## src/rtl/msp_adder_pkg.sv

```systemverilog
package msp_adder_pkg;
  localparam int LANE_W  = 8;
  localparam int N_LANES = 8;

  typedef enum logic [1:0] {
    LW_64 = 2'b00,
    LW_16 = 2'b01,
    LW_32 = 2'b10,
    LW_8  = 2'b11
  } lw_mode_e;
endpackage

```

## src/rtl/msp_cut_ctrl.sv

```systemverilog
module msp_cut_ctrl
  import msp_adder_pkg::*;
#(
  parameter int N = N_LANES
) (
  input  logic [1:0]   lw_mode,
  input  logic         sub_fine,
  input  logic         sub_upper,
  input  logic         lo_split_en,
  input  logic         hi_split_en,
  output logic [N-2:0] cut
);
  localparam int HALF = N / 2;
  localparam int QTR  = N / 4;

  logic w16, w32, w8, st2_en, lo_side, hi_side;

  always_comb begin
    w8      = (lw_mode == LW_8);
    w16     = (lw_mode == LW_16);
    w32     = (lw_mode == LW_32);
    // second stage only when exactly one command bit is set
    st2_en  = lw_mode[0] ^ lw_mode[1];
    lo_side = st2_en & ~sub_upper & lo_split_en;
    hi_side = st2_en &  sub_upper & hi_split_en;
  end

  for (genvar k = 0; k < N - 1; k++) begin : g_bnd
    localparam int   G     = k + 1;
    localparam logic IN_LO = (G < HALF);
    localparam logic IN_HI = (G > HALF);
    localparam logic ON_Q  = ((G % QTR) == 0);
    localparam logic ON_H  = (G == HALF);
    logic first_cut, extra_cut;
    always_comb begin
      first_cut = w8 | (w16 & ON_Q) | (w32 & ON_H);
      extra_cut = ((IN_LO & lo_side) | (IN_HI & hi_side)) & (sub_fine | w16 | ON_Q);
      cut[k]    = first_cut | extra_cut;
    end
  end
endmodule

```

## src/rtl/msp_lane_slice.sv

```systemverilog
module msp_lane_slice #(
  parameter int W = 8
) (
  input  logic [W-1:0] a,
  input  logic [W-1:0] b,
  input  logic         cin,
  output logic [W-1:0] s,
  output logic         cout
);
  logic [W:0] c;

  always_comb begin
    c[0] = cin;
    for (int i = 0; i < W; i++) begin
      s[i]   = a[i] ^ b[i] ^ c[i];
      c[i+1] = (a[i] & b[i]) | (c[i] & (a[i] ^ b[i]));
    end
    cout = c[W];
  end
endmodule

```

## src/rtl/msp_mixed_adder.sv

```systemverilog
module msp_mixed_adder
  import msp_adder_pkg::*;
#(
  parameter int LW = LANE_W,
  parameter int N  = N_LANES
) (
  input  logic            clk,
  input  logic            rst_n,
  input  logic [LW*N-1:0] opa,
  input  logic [LW*N-1:0] opb,
  input  logic [1:0]      lw_mode,
  input  logic            sub_fine,
  input  logic            sub_upper,
  input  logic            lo_split_en,
  input  logic            hi_split_en,
  output logic [LW*N-1:0] sum,
  output logic [N-1:0]    lane_cout
);
  localparam int DW   = LW * N;
  localparam int HALF = N / 2;

  logic [N-2:0]  cut;
  logic [N-1:0]  co, ci;
  logic [DW-1:0] sum_nxt;
  logic [N-1:0]  cout_nxt;

  msp_cut_ctrl #(.N(N)) u_cut (
    .lw_mode     (lw_mode),
    .sub_fine    (sub_fine),
    .sub_upper   (sub_upper),
    .lo_split_en (lo_split_en),
    .hi_split_en (hi_split_en),
    .cut         (cut)
  );

  for (genvar j = 0; j < N; j++) begin : g_slice
    if (j == 0) begin : g_first
      assign ci[j] = 1'b0;
    end else begin : g_rest
      assign ci[j] = co[j-1] & ~cut[j-1];
    end

    msp_lane_slice #(.W(LW)) u_slice (
      .a    (opa[j*LW +: LW]),
      .b    (opb[j*LW +: LW]),
      .cin  (ci[j]),
      .s    (sum_nxt[j*LW +: LW]),
      .cout (co[j])
    );

    if (j == N - 1) begin : g_top
      assign cout_nxt[j] = co[j];
    end else begin : g_mid
      assign cout_nxt[j] = co[j] & cut[j];
    end
  end

  always_ff @(posedge clk or negedge rst_n) begin
    if (!rst_n) begin
      sum       <= '0;
      lane_cout <= '0;
    end else begin
      sum       <= sum_nxt;
      lane_cout <= cout_nxt;
    end
  end

  AST_FULL_NO_CUT: assert property (@(posedge clk) disable iff (!rst_n)
    (lw_mode == LW_64) |-> (cut == '0));
  AST_HALF_CUT: assert property (@(posedge clk) disable iff (!rst_n)
    (lw_mode != LW_64) |-> cut[HALF-1]);
  AST_BYTE_ALL_CUT: assert property (@(posedge clk) disable iff (!rst_n)
    (lw_mode == LW_8) |-> (&cut));
  AST_ONE_SIDE: assert property (@(posedge clk) disable iff (!rst_n)
    (lw_mode == LW_32) |-> !((|cut[HALF-2:0]) && (|cut[N-2:HALF])));
  AST_WIDE_LATENCY: assert property (@(posedge clk) disable iff (!rst_n)
    (lw_mode == LW_64) |=> (sum == $past(opa + opb)));
endmodule

```

## config.mk

```make
export PLATFORM = sky130hd
export DESIGN_NAME = msp_mixed_adder
export DESIGN_NICKNAME = d
export VERILOG_FILES = /design/src/rtl/msp_adder_pkg.sv /design/src/rtl/msp_cut_ctrl.sv /design/src/rtl/msp_lane_slice.sv /design/src/rtl/msp_mixed_adder.sv
export SDC_FILE = /design/constraint.sdc
export NUM_CORES = 1
export LEC_CHECK = 0
export BUFFER_PORTS_ARGS = -buffer_cell sky130_fd_sc_hd__clkbuf_2
export CAP_MARGIN = 20
export CELL_PAD_IN_SITES_DETAIL_PLACEMENT = 1
export CELL_PAD_IN_SITES_GLOBAL_PLACEMENT = 2
export CORE_MARGIN = 8
export CORE_UTILIZATION = 30
export CTS_BUF_LIST = sky130_fd_sc_hd__clkbuf_4 sky130_fd_sc_hd__clkbuf_8
export DETAILED_ROUTE_END_ITERATION = 12
export GPL_TIMING_DRIVEN = 0
export PLACE_DENSITY = 0.95
export SKIP_LAST_GASP = 1
export SYNTH_ARGS = -nofsm -noshare
export SYNTH_HDL_FRONTEND = slang
export SYNTH_SLANG_ARGS = --single-unit
```

## constraint.sdc

```tcl
create_clock -name clk -period 0.8 [get_ports clk]
set_input_delay 0.12 -clock clk [delete_from_list [all_inputs] [get_ports clk]]
set_output_delay 0.12 -clock clk [all_outputs]
set_load 0.01 [all_outputs]
```

# Word-level counts from Yosys, hierarchy flattened
# Cells that the tools add are included.
dict set report classes {
  eq_ne 3
  bitwise_logic 351
}
# op n
set ops {}
lappend ops {{$and A1 B1 Y1} 147}
lappend ops {{$xor A1 B1 Y1} 128}
lappend ops {{$or A1 B1 Y1} 70}
lappend ops {{$not A1 Y1} 6}
lappend ops {{$eq A2 B2 Y1 const B} 2}
lappend ops {{$eq A2 B1 Y1 const B} 1}
dict set report word_totals {
  ff_bits 72
  inputBits 136
}

# Depth between registers and ports, before layout
dict set report logic_depth {
  word_depth 134
  depth_mapped 78
  mapped_depth_nobuf 78
}

# Modules after synthesis
# Synthesis repeated with hierarchy kept, for this count alone.
dict set report hier_totals {
  cells_unflattened 248
  area_unflattened_um2 3588.4
}
# mod instances cells_each area_each_um2
set by_module_without_submodules {}
lappend by_module_without_submodules {msp_mixed_adder 1 87 1893.1}
lappend by_module_without_submodules {msp_lane_slice 8 18 197.7}
lappend by_module_without_submodules {msp_cut_ctrl 1 17 113.9}

# Worst setup path after synthesis
# OpenSTA, ideal clock, no wires.
dict set report synth_timing {
  path_kind {in2reg}
  from {input opa[0]}
  to {register sum[63]}
  setup_time_ns 0.064
  t_arrival_ns 24.656
  required_time_ns 0.736
  path_slack_ns -23.920
  path_stages 78
  path_buffers 0
  cell_sequence {ha_1 > fa_1 > fa_1 > fa_1 > fa_1 > fa_1 > fa_1 > fa_1 > nand2b_1 > a21oi_1 > fa_1 > fa_1 > fa_1 > fa_1 > fa_1 > fa_1 > fa_1 > fa_1 > (+42 left out) > fa_1 > fa_1 > fa_1 > inv_1 > fa_1 > nor3b_2 > fa_1 > inv_1 > fa_1 > inv_1 > fa_1 > fa_1 > fa_1 > fa_1 > fa_1 > inv_1 > fa_1 > inv_1}
}
dict set report synth_via {
  elab_chain_cells 133
}
# item line_no
set synth_lines {}
lappend synth_lines {{from (decl)} msp_mixed_adder.sv:9} ;# input logic [LW*N-1:0] opa,
lappend synth_lines {{$and A1 B1 Y1 (2 in series)} msp_lane_slice.sv:16} ;# c[i+1] = (a[i] & b[i]) | (c[i] & (a[i] ^ b[i]));
lappend synth_lines {{$or A1 B1 Y1} msp_lane_slice.sv:16}
lappend synth_lines {{$and A1 B1 Y1} msp_lane_slice.sv:16}
lappend synth_lines {{$or A1 B1 Y1} msp_lane_slice.sv:16}
lappend synth_lines {{$and A1 B1 Y1} msp_lane_slice.sv:16}
lappend synth_lines {{$or A1 B1 Y1} msp_lane_slice.sv:16}
lappend synth_lines {{$and A1 B1 Y1} msp_lane_slice.sv:16}
lappend synth_lines {{$or A1 B1 Y1} msp_lane_slice.sv:16}
lappend synth_lines {{(+117 left out)} -}
lappend synth_lines {{$and A1 B1 Y1} msp_lane_slice.sv:16}
lappend synth_lines {{$or A1 B1 Y1} msp_lane_slice.sv:16}
lappend synth_lines {{$and A1 B1 Y1} msp_lane_slice.sv:16}
lappend synth_lines {{$or A1 B1 Y1} msp_lane_slice.sv:16}
lappend synth_lines {{$and A1 B1 Y1} msp_lane_slice.sv:16}
lappend synth_lines {{$or A1 B1 Y1} msp_lane_slice.sv:16}
lappend synth_lines {{$xor A1 B1 Y1} msp_lane_slice.sv:15} ;# s[i] = a[i] ^ b[i] ^ c[i];
lappend synth_lines {{named net g_slice[7].u_slice.s[7]} msp_lane_slice.sv:7} ;# output logic [W-1:0] s,
lappend synth_lines {{to (signal assigned)} msp_mixed_adder.sv:63} ;# sum <= sum_nxt;
lappend synth_lines {{to (decl)} msp_mixed_adder.sv:16} ;# output logic [LW*N-1:0] sum,
# The timed path passes the listed nets, and every way through them passes these cells.

# Worst setup path in the final report
# Same ends and word-level chain as after synthesis.

==> results.py <==
metrics = {
    "die": {
        "rows": 38,
        "io_pins": 208,
        "initial_core_util_pct": 30.9,
        "die_area_um2": 14800,
        "die_h_um": 122,
        "coreArea_um2": 10900,
        "die_w_um": 122,
    },
    "power": {
        "power_density_nw_per_um2": 2060,
        "power.leakage_nw": 2.50,
        "peakVddDrop_uv": 858,
    },
    "grt": {
        "track_usage_pct": 15.0,
        "grt.overflow.total": 0,
        "grtUsageMet2_pct": 26.1,
        "top_usage_layer": "met2",
        "grt_max_degree": 50,
        "grt_pass1_wl_mm": 16.4,
        "met3_usage_pct": 6.94,
        "grt_util_met1_pct": 15.4,
        "grt_pass1_vias": 3002,
        "antenna_found_initial": 0,
    },
    "sta": {
        "setup_violations": 142,
        "period_share_pct": 2890,
        "fin_crit_ns": 23.13,
        "rsz0062_at_grt": "true",
        "tightest_slew_ns": 0.375,
        "setup_slack_ns": -22.33,
        "fmax_ghz": 0.0432,
        "whs_ns": -0.286,
        "slew_headroom_pct": 75.0,
        "hold_viol": 23,
        "finalMaxSlewViolations": 0,
    },
    "layout": {
        "num_antenna_cells": 0,
        "syn2layout_area_growth_pct": 53.8,
        "instances_no_fill": 553,
        "fill_cells": 1157,
        "drive_gt1_share_pct": 75.1,
        "final_common_cell": "clkbuf_2",
        "layout_common_cells": "clkbuf_2, dfrtp_1, fa_2, buf_6, inv_1",
        "final_nets": 611,
    },
    "drt": {
        "routed_via_density": 4.31,
        "wl_mm": 10.7,
        "drc": 0,
        "wl_per_cell_um": 19.3,
        "num_vias": 2385,
        "drt_iter0_drc": 58,
        "first_pass_iters": 4,
        "antenna_left": 0,
    },
    "clock_network": {
        "cts_root_buffer": "clkbuf_8",
        "clock_sinks": 72,
        "cts_buffers": 9,
        "clockBufferDepth": 2,
        "cts_tree": "done",
        "path_clk_slew_ns": 0.08,
        "htree_levels": 3,
    },
    "setup_path": {
        "endpoint_kind": "register",
        "max_stage_delay_ns": 0.41,
        "critPathLaunchType": "input port",
        "cp_max_fo": 2,
        "slowest_stage": "fa_2",
        "crit_top_cell": "fa_2",
        "cp_data_required_time_ns": 1.09,
        "criticalPathCategory": "input port to register",
        "cp_data_arrival_time_ns": 23.42,
    },
    "placement": {
        "gp_congestion": 0.827,
        "io_buffer_count": 207,
        "pre_cts_ws_ns": -22.83,
        "placedCellCount": 532,
        "place_hpwl_mm": 9.54,
    },
    "synth": {
        "ys_ff_latch": 72,
        "synthAdderAreaFrac_pct": 39.0,
        "synth_top_family_by_area": "adder cells",
        "synth-simple-area-share_pct": 2.53,
        "seq_area_frac_synth_pct": 53.6,
        "synthXorXnorAreaFrac_pct": 0,
        "syn_avg_cell_area_um2": 18.3,
        "synth_area_um2": 3360,
        "ys_warn_count": 0,
        "synthCells": 184,
        "ys_types": 22,
        "muxShareOfSynthArea_pct": 0,
        "syn-num-nets": 387,
        "synth-compound-area-share_pct": 2.49,
    },
    "status": {
        "status": "complete, but fails checks",
        "violations": "hold timing, setup timing",
    },
    "worst_hold_path": {
        "hp-class": "input port to async pin",
    },
    "run": {
        "maxCapViolCount": 0,
    },
}
## cells in the mapped netlist
library cell	count	area [um2]
nor2b_1	1	6.26
o2111ai_2	1	15.0
ha_1	4	50.1
and3_1	3	18.8
fa_1	63	1260
nor3b_2	1	12.5
and2_1	1	6.26
nand3b_1	1	7.51
nand2_1	1	3.75
inv_1	21	78.8
or2_1	1	6.26
a211oi_2	1	12.5
o21bai_1	1	7.51
o21ai_0	2	10.0
nand2b_1	1	6.26
nor2_1	1	3.75
a21boi_0	3	22.5
a21oi_1	2	10.0
dfrtp_1	72	1800
and3b_1	1	8.76
o22ai_1	1	6.26
nand3_1	1	5.00
## power by group
part           switching (W)  internal, W  leakage (nW)
registers           0.000215      0.00431         0.849
clock network        0.00136      0.00182         0.112
logic                0.00152      0.00143          1.54
total                0.00310      0.00756          2.50
## kinds of logic (layout without fill, tap and decap cells)
family,after synthesis,in the layout
AOI/OAI and AO/OA,11,11
adders and majority gates,67,67
buffers and inverters,21,250
DFF,72,72
and+or+nand+nor,13,13
## flip-flops by register name (all words and copies together), names as in the netlist
register	flops
sum	64
lane_cout	8
## through the flow
stage | TNS (ns) | utilization, % | hold slack, ns | total power, W | cell area, um2
finish | -814.37 | 47.5 | -0.286 | 0.0107 | 5170
global route | -836.12 | 47.5 | -0.287 | 0.0114 | 5170
CTS | -819.44 | 46.1 | -0.297 | 0.0107 | 5020
detailed placement | -833.03 | 44.0 | 0.0850 | 0.00744 | 4790
global placement | -893.99 | 43.7 | 0.366 | 0.00720 | 4760
floorplan | -780.77 | - | -0.176 | 0.00566 | 3550
## area by class of cell
type / count / area (um2) / share of cell area (%)
sequential: 72 / 1800 / 34.8
multi-input combinational: 91 / 1690 / 32.7
timing repair buffer: 213 / 1200 / 23.3
tap: 140 / 175 / 3.39
clock buffer: 10 / 138 / 2.66
clock inverter: 6 / 82.6 / 1.60
inverter: 21 / 78.8 / 1.52
## timing repair
item,4_1_cts,5_1_grt
gates resized for setup,2,51
hold endpoints to repair,23,24
pin swaps,1,2
setup endpoints to repair,142,142
setup buffers,1,3
## worst max-delay path, delay by kind of cell
family          cells  cell delay, ns
compound gates      2            0.13
fa+ha+maj          64           21.95
buf+inv             7            0.45
simple gates        6            0.83
## layer usage
layer	vias up	part of all wire [%]
li1	1009	-
met1	1216	35
met2	149	53
met3	11	11
met4	0	1.6
met5	-	0
## worst max path at each step
stage               startpoint  slack (ns)  cells after the start  endpoint
finish                  opa[0]      -22.33                     79   sum[63]
detailed placement      opa[0]      -22.83                     79   sum[63]
floorplan               opa[0]      -21.61                     78   sum[63]
global placement        opa[0]      -22.55                     79   sum[63]
CTS                     opa[0]      -22.41                     79   sum[63]
global route            opa[0]      -22.89                     79   sum[63]
Power figures use the tool's default switching activity.
